## config.mk

```make
export PLATFORM = sky130hd
export DESIGN_NAME = dispc_irq_ctrl
export DESIGN_NICKNAME = d
export VERILOG_FILES = /design/src/rtl/dispc_irq_pkg.sv /design/src/rtl/dispc_irq_latch.sv /design/src/rtl/dispc_irq_mask.sv /design/src/rtl/dispc_irq_arm.sv /design/src/rtl/dispc_irq_ctrl.sv
export SDC_FILE = /design/constraint.sdc
export NUM_CORES = 1
export LEC_CHECK = 0
export CAP_MARGIN = 20
export CORE_ASPECT_RATIO = 0.75
export CORE_MARGIN = 2
export CORE_UTILIZATION = 30
export CTS_CLUSTER_SIZE = 12
export DETAILED_ROUTE_END_ITERATION = 8
export HOLD_SLACK_MARGIN = 0.12
export MAX_ROUTING_LAYER = met4
export PLACE_DENSITY = 0.63
export REMOVE_ABC_BUFFERS = 1
export SETUP_SLACK_MARGIN = 0.1
export SLEW_MARGIN = 20
export SYNTH_ARGS = -nofsm -noshare
export SYNTH_HDL_FRONTEND = slang
export SYNTH_SLANG_ARGS = --single-unit
```

## constraint.sdc

```tcl
create_clock -name clk -period 1.8 [get_ports clk]
set_clock_uncertainty 0.05 [all_clocks]
set_input_delay 0.36 -clock clk [delete_from_list [all_inputs] [get_ports clk]]
set_output_delay 0.36 -clock clk [all_outputs]
set_load 0.05 [all_outputs]
```

## src/rtl/dispc_irq_pkg.sv

```systemverilog
package dispc_irq_pkg;
  localparam int EV_W   = 10;
  localparam int DATA_W = 16;
  localparam int ADDR_W = 3;

  // implemented event positions: 0,1,2,3,5,6,8,9
  localparam logic [EV_W-1:0] EV_PRESENT = 10'b11_0110_1111;

  typedef enum logic [ADDR_W-1:0] {
    A_RAW   = 3'd0,
    A_STAT  = 3'd1,
    A_ENSET = 3'd2,
    A_ENCLR = 3'd3,
    A_EOI   = 3'd4
  } reg_sel_e;
endpackage

```

## src/rtl/dispc_irq_latch.sv

```systemverilog
module dispc_irq_latch #(
  parameter int EV_W = 10,
  parameter logic [EV_W-1:0] PRESENT = '1
) (
  input  logic            clk,
  input  logic            rst_n,
  input  logic [EV_W-1:0] evt,
  input  logic [EV_W-1:0] clr,
  output logic [EV_W-1:0] raw
);
  for (genvar i = 0; i < EV_W; i++) begin : g_bit
    if (PRESENT[i]) begin : g_flop
      logic bit_q;
      // a new event outranks a clear in the same cycle
      always_ff @(posedge clk or negedge rst_n) begin
        if (!rst_n) bit_q <= 1'b0;
        else        bit_q <= evt[i] | (bit_q & ~clr[i]);
      end
      assign raw[i] = bit_q;
    end else begin : g_tie
      assign raw[i] = 1'b0;
    end
  end
endmodule

```

## src/rtl/dispc_irq_mask.sv

```systemverilog
module dispc_irq_mask #(
  parameter int EV_W = 10,
  parameter logic [EV_W-1:0] PRESENT = '1
) (
  input  logic            clk,
  input  logic            rst_n,
  input  logic            set_wr,
  input  logic            clr_wr,
  input  logic [EV_W-1:0] bits,
  output logic [EV_W-1:0] mask
);
  logic [EV_W-1:0] mask_q;

  always_ff @(posedge clk or negedge rst_n) begin
    if (!rst_n)      mask_q <= '0;
    else if (set_wr) mask_q <= mask_q | (bits & PRESENT);
    else if (clr_wr) mask_q <= mask_q & ~bits;
  end

  assign mask = mask_q;
endmodule

```

## src/rtl/dispc_irq_arm.sv

```systemverilog
module dispc_irq_arm (
  input  logic clk,
  input  logic rst_n,
  input  logic pend,
  input  logic rearm,
  output logic irq,
  output logic armed
);
  logic armed_q, irq_q, fire;

  assign fire = armed_q & pend;

  always_ff @(posedge clk or negedge rst_n) begin
    if (!rst_n) begin
      armed_q <= 1'b1;
      irq_q   <= 1'b0;
    end else begin
      irq_q <= fire;
      if (rearm)     armed_q <= 1'b1;
      else if (fire) armed_q <= 1'b0;
    end
  end

  assign irq   = irq_q;
  assign armed = armed_q;
endmodule

```

## src/rtl/dispc_irq_ctrl.sv

```systemverilog
module dispc_irq_ctrl #(
  parameter int EV_W   = dispc_irq_pkg::EV_W,
  parameter int DATA_W = dispc_irq_pkg::DATA_W,
  parameter int ADDR_W = dispc_irq_pkg::ADDR_W,
  parameter logic [EV_W-1:0] PRESENT = dispc_irq_pkg::EV_PRESENT
) (
  input  logic              clk,
  input  logic              rst_n,
  input  logic [EV_W-1:0]   evt_i,
  input  logic [ADDR_W-1:0] reg_addr,
  input  logic              reg_wr,
  input  logic [DATA_W-1:0] reg_wdata,
  output logic [DATA_W-1:0] reg_rdata,
  output logic              irq_o
);
  import dispc_irq_pkg::*;

  logic [EV_W-1:0]   raw_q, mask_q, masked, clr_bits;
  logic [DATA_W-1:0] eoi_q;
  logic              wr_stat, wr_set, wr_clr, wr_eoi, armed_q;

  assign wr_stat = reg_wr && (reg_addr == ADDR_W'(A_STAT));
  assign wr_set  = reg_wr && (reg_addr == ADDR_W'(A_ENSET));
  assign wr_clr  = reg_wr && (reg_addr == ADDR_W'(A_ENCLR));
  assign wr_eoi  = reg_wr && (reg_addr == ADDR_W'(A_EOI));

  assign clr_bits = wr_stat ? reg_wdata[EV_W-1:0] : '0;

  dispc_irq_latch #(.EV_W(EV_W), .PRESENT(PRESENT)) u_latch (
    .clk(clk), .rst_n(rst_n), .evt(evt_i), .clr(clr_bits), .raw(raw_q)
  );

  dispc_irq_mask #(.EV_W(EV_W), .PRESENT(PRESENT)) u_mask (
    .clk(clk), .rst_n(rst_n), .set_wr(wr_set), .clr_wr(wr_clr),
    .bits(reg_wdata[EV_W-1:0]), .mask(mask_q)
  );

  assign masked = raw_q & mask_q;

  dispc_irq_arm u_arm (
    .clk(clk), .rst_n(rst_n), .pend(|masked), .rearm(wr_eoi),
    .irq(irq_o), .armed(armed_q)
  );

  always_ff @(posedge clk or negedge rst_n) begin
    if (!rst_n)      eoi_q <= '0;
    else if (wr_eoi) eoi_q <= reg_wdata;
  end

  always_comb begin
    case (reg_addr)
      ADDR_W'(A_RAW):   reg_rdata = DATA_W'(raw_q);
      ADDR_W'(A_STAT):  reg_rdata = DATA_W'(masked);
      ADDR_W'(A_ENSET),
      ADDR_W'(A_ENCLR): reg_rdata = DATA_W'(mask_q);
      ADDR_W'(A_EOI):   reg_rdata = eoi_q;
      default:          reg_rdata = '0;
    endcase
  end
endmodule

```

### Word level (Yosys, flattened, before mapping)

Index checks and enable logic that the tools add are counted.

| storage, ports and cells | value |
|---|---|
| bits in registers | 36 |
| bits in latches | 0 |
| RAM bits | 0 |
| memory bits (read-only) | 0 |
| bits of input ports | 32 |
| output and inout bits | 17 |
| word-level logic and storage cells | 60 |
| memories | 0 |

| operators by class | value |
|---|---|
| $add $sub $neg | 0 |
| $mul | 0 |
| divide/modulo/power cells | 0 |
| magnitude comparators | 0 |
| equality and inequality tests | 4 |
| shift operators | 0 |
| multiplexer cells | 6 |
| bitwise logic cells | 29 |
| reduce and logical (&&, ||, !) cells | 9 |

Operator list:

| operator | count |
|---|---|
| $pmux W16 S4 | 1 |
| $mux W10 | 3 |
| $and A10 B10 Y10 | 2 |
| $not A10 Y10 | 1 |
| $or A10 B10 Y10 | 1 |
| $reduce_or A10 Y1 | 1 |
| $and A1 B1 Y1 | 9 |
| $not A1 Y1 | 8 |
| $or A1 B1 Y1 | 8 |
| $eq A3 B2 Y1 const B | 2 |
| $logic_and A1 B1 Y1 | 4 |
| $reduce_bool A2 Y1 | 2 |
| $eq A3 B1 Y1 const B | 1 |
| $eq A3 B3 Y1 const B | 1 |
| $logic_not A3 Y1 | 1 |
| $mux W1 | 2 |
| $reduce_or A2 Y1 | 1 |

### Logic depth before layout (Yosys ltp)

| depth | value |
|---|---|
| word-level depth | 6 |
| mapped depth | 5 |

### Modules after synthesis

From an unflattened synthesis, not the netlist that was laid out.

| unflattened totals | value |
|---|---|
| cell total of the unflattened synthesis | 169 |
| area, all modules | 1928.1 µm² |

By module, submodules not included:

| module | instances | cells each | area an instance (µm²) | seq. area each (µm²) |
|---|---|---|---|---|
| dispc_irq_ctrl | 1 | 98 | 1083.5 | 400.4 |
| dispc_irq_mask | 1 | 31 | 405.4 | 250.2 |
| dispc_irq_latch | 1 | 35 | 369.1 | 200.2 |
| dispc_irq_arm | 1 | 5 | 70.1 | 51.3 |

### Worst setup path before layout

OpenSTA, ideal clock, no wires.

| timing path | value |
|---|---|
| kind | input to output |
| start | input reg_addr[2] |
| end | output reg_rdata[0] |
| data arrival time | 1996 ps |
| required time | 1390 ps |
| slack | -606 ps |
| stages | 3 |
| buffers on the path | 2 |
| cell sequence | buf_2 > buf_2 > o32ai_1 |

| between the ends | value |
|---|---|
| cells in the longest elaborated chain, start to end | 3 |
| elaborated cells on any way between the ends | 7 |

RTL lines:

| item | RTL line | source |
|---|---|---|
| from (decl) | dispc_irq_ctrl.sv:10 | `input logic [ADDR_W-1:0] reg_addr,` |
| $eq A3 B2 Y1 | dispc_irq_ctrl.sv:51 | `case (reg_addr)` |
| $reduce_or A2 Y1 | dispc_irq_ctrl.sv:51 |  |
| $pmux W16 S4 (*) | dispc_irq_ctrl.sv:51 |  |
| to (decl) | dispc_irq_ctrl.sv:13 | `output logic [DATA_W-1:0] reg_rdata,` |

Every way passes the cells marked *; elsewhere a longest branch is shown, timed or not.

### Worst setup path after layout

| timing path | value |
|---|---|
| start | register u_latch.g_bit[0].g_flop.bit_q |
| end | output reg_rdata[0] |

| between the ends | value |
|---|---|
| cells in the longest elaborated chain, start to end | 2 |

RTL lines:

| item | RTL line | source |
|---|---|---|
| from (decl) | dispc_irq_latch.sv:13 | `logic bit_q;` |
| from (signal assigned) | dispc_irq_latch.sv:17 | `else bit_q <= evt[i] \| (bit_q & ~clr[i]);` |
| $and A10 B10 Y10 | dispc_irq_ctrl.sv:38 | `assign masked = raw_q & mask_q;` |
| $pmux W16 S4 (*) | dispc_irq_ctrl.sv:51 |  |

Marked as above.

==> flow_summary_export.csv <==
group,metric,value,unit
die,num_rows,24,
sta,fmax,575,MHz
sta,fin_crit_sh,96.6,%
detailed_routing,drt-total-wl,4850,um
die,dieWidth,92.6,um
worst_setup_path,cp.buffers_inverters,2,
power_and_ir_drop,intPower,1.72,mW
worst_setup_path,critPathKind,"reg2out",
power_and_ir_drop,vdd_drop_max,526,uV
placed_design,place_congestion,0.766,
global_route,grt_max_degree,20,
power_and_ir_drop,comb_power_share,34.6,%
detailed_routing,wl_per_cell,16.2,um
sta,grt_setup_unrepaired,"yes",
flow_run,max_cap_viol_count,0,
detailed_routing,drc,0,
yosys,ys_types,27,
sta,relSlewSlack,68.9,%
sta,tightest_slew,0.466,ns
worst_setup_path,cp_slowest_cell,"dfrtp_1",
finish,nets,253,
yosys,avgSynthCellArea,11.9,um2
detailed_routing,ant_nets,0,
global_route,grt_pass1_wl,7990,um
worst_setup_path,critPathMaxFanout,4,
worst_setup_path,crit_path_start_kind,"flop",
sta,fin_hold_ws,0.462,ns
clock_tree,cts_sinks,36,
finish,area.growth.synth_to_final,70.6,%
yosys,synthTopCellsByArea,"dfrtp_1, mux2i_1, mux2_4, mux2_2, o32ai_1",
power_and_ir_drop,pwr-share-clk,24.2,%
power_and_ir_drop,leakage,1.31,nW
global_route,gr-usage-all-layers,16.5,%
yosys,yosysTopAreaCell,"dfrtp_1",
sta,fin_crit,1.74,ns
placed_design,port_buffers,46,
sta,hold_viol,0,
worst_setup_path,slowest_delay,0.42,ns
worst_hold_path,hp-class,"reg2reg",
finish,layout_common_cells,"dfrtp_1, clkdlybuf4s50_1, buf_12",
yosys,ys_seq_area_share,51.0,%
die,start_util,30.7,%
yosys,syn_inst,149,
clock_tree,cts_root_buffer,"clkbuf_8",
yosys,ys_ff_latch,36,
power_and_ir_drop,switching_power,0.731,mW
yosys,syn_area,1770,um2
power_and_ir_drop,swShare,29.8,%
power_and_ir_drop,seq_power_share,41.2,%
die,ioPinCount,49,
sta,worst_slack,0.0621,ns
detailed_routing,drt_iter0_drc,48,
finish,layout_commonest_cell,"dfrtp_1",
sta,setup-tns-final,0,ns
worst_setup_path,required,1.39,ns
clock_tree,h-tree-depth,2,
global_route,antenna_found_initial,0,
finish,finalNonFillerCells,300,
global_route,grt_pass1_vias,1530,
clock_tree,cts_buffers,5,
clock_tree,clkTransAtPathRegs,0.07,ns
clock_tree,clockBufferDepth,2,
worst_setup_path,cp_top_family,"flip-flops",
global_route,grt-ovfl-total,0,
sta,slew_viol_final,0,
placed_design,dp_slack,-0.310,ns
worst_setup_path,end_kind,"output pin",
die,die_area,6530,um2
die,core-area,5770,um2
power_and_ir_drop,power_per_cell_area,813,nW/um2
detailed_routing,drt-pass1-iter-count,4,
die,dieHeight,70.5,um
detailed_routing,vias,1465,
placed_design,place_hpwl,3130,um
clock_tree,clock_latency,0.28,ns
worst_setup_path,crit_path_cell_trace,"mux2i_2, o32ai_2, buf_4, buf_12",
outcome,status,"completed",
detailed_routing,drt-vias-per-instance,4.88,
finish,layout-drive-gt1-share,45.5,%
placed_design,placedCellCount,282,
clock_tree,tritoncts,"yes",
finish,diodes,0,
yosys,yosys.area.top_type_share,49.5,%
yosys,synth_warnings,0,
worst_setup_path,crit_arrival,1.33,ns
sta,setup_violations,0,
[repair_timing]
action / CTS / global route
hold endpoints to repair: 16 / 0
hold buffers: 1 / 0
cloned: 1 / 0
pin swaps: 6 / 2
setup buffers: 7 / 2
resized for setup: 51 / 4
setup endpoints to repair: 39 / 10
[power by group through the flow]
stage | clock network, mW | logic, mW | registers [mW]
2_1_floorplan | 0 | 0.364 | 0.996
3_3_place_gp | 0 | 0.724 | 1.01
3_5_place_dp | 0 | 0.736 | 1.01
4_1_cts | 0.612 | 0.840 | 1.01
5_1_grt | 0.651 | 0.896 | 1.03
6_report | 0.594 | 0.848 | 1.01
[cell usage after synthesis (all sizes together)]
cell type,count
dfrtp,35
mux2,16
mux2i,15
nand2,15
nor2,9
a21o,8
and3,8
buf,8
inv,8
o32ai,8
a21boi,3
a221oi,2
a22o,2
a32o,2
clkbuf,2
a21oi,1
a31o,1
a31oi,1
and3b,1
dfstp,1
nor2b,1
nor4bb,1
or2,1
[stage by stage]
stage | utilization [%] | total power, mW | cell area [um2]
3_3_place_gp | 45.5 | 1.73 | 2620
6_report | 52.3 | 2.45 | 3020
5_1_grt | 52.3 | 2.57 | 3020
3_5_place_dp | 45.5 | 1.75 | 2620
4_1_cts | 51.7 | 2.46 | 2980
2_1_floorplan | - | 1.36 | 1710
[cell families (layout without fill, tap and decap cells)]
| family | Yosys count | count (layout) | share of synthesized area (%) |
|---|---|---|---|
| mux | 31 | 31 | 20.6 |
| flops | 36 | 36 | 51.0 |
| compound gates | 28 | 28 | 12.9 |
| simple gates | 36 | 36 | 10.4 |
| buf+inv | 18 | 91 | 5.10 |
[final timing paths]
kind                                                     from                            end  cells after the start  slack (ns)
worst max-delay path            u_latch.g_bit[0].g_flop.bit_q                   reg_rdata[0]                      4        0.06
worst min-delay path                                 eoi_q[2]                       eoi_q[2]                      1        0.46
worst max register to register  u_latch.g_bit[3].g_flop.bit_q                      u_arm.irq                      3        0.39
worst min register to register                       eoi_q[2]                       eoi_q[2]                      1        0.46
max in group asynchronous                               rst_n  u_latch.g_bit[5].g_flop.bit_q                      3        0.72
min in group asynchronous                               rst_n                       eoi_q[9]                      2        0.50
[per-layer routing]
metal / GRT usage, % / share of wire (%)
met1: 21.9 / 45
met4: 6.05 / 1.4
met5: - / 0
met2: 24.4 / 46
met3: 4.42 / 6.7
[final cells by class]
type	instances	area (um2)
Inverter	8	30.0
Multi-Input combinational cell	95	947
Timing Repair Buffer	75	946
Sequential cell	36	905
Fill cell	495	2750
Clock buffer	8	90.1
Tap cell	78	97.6
No activity file was read; power rests on OpenSTA's default activity.
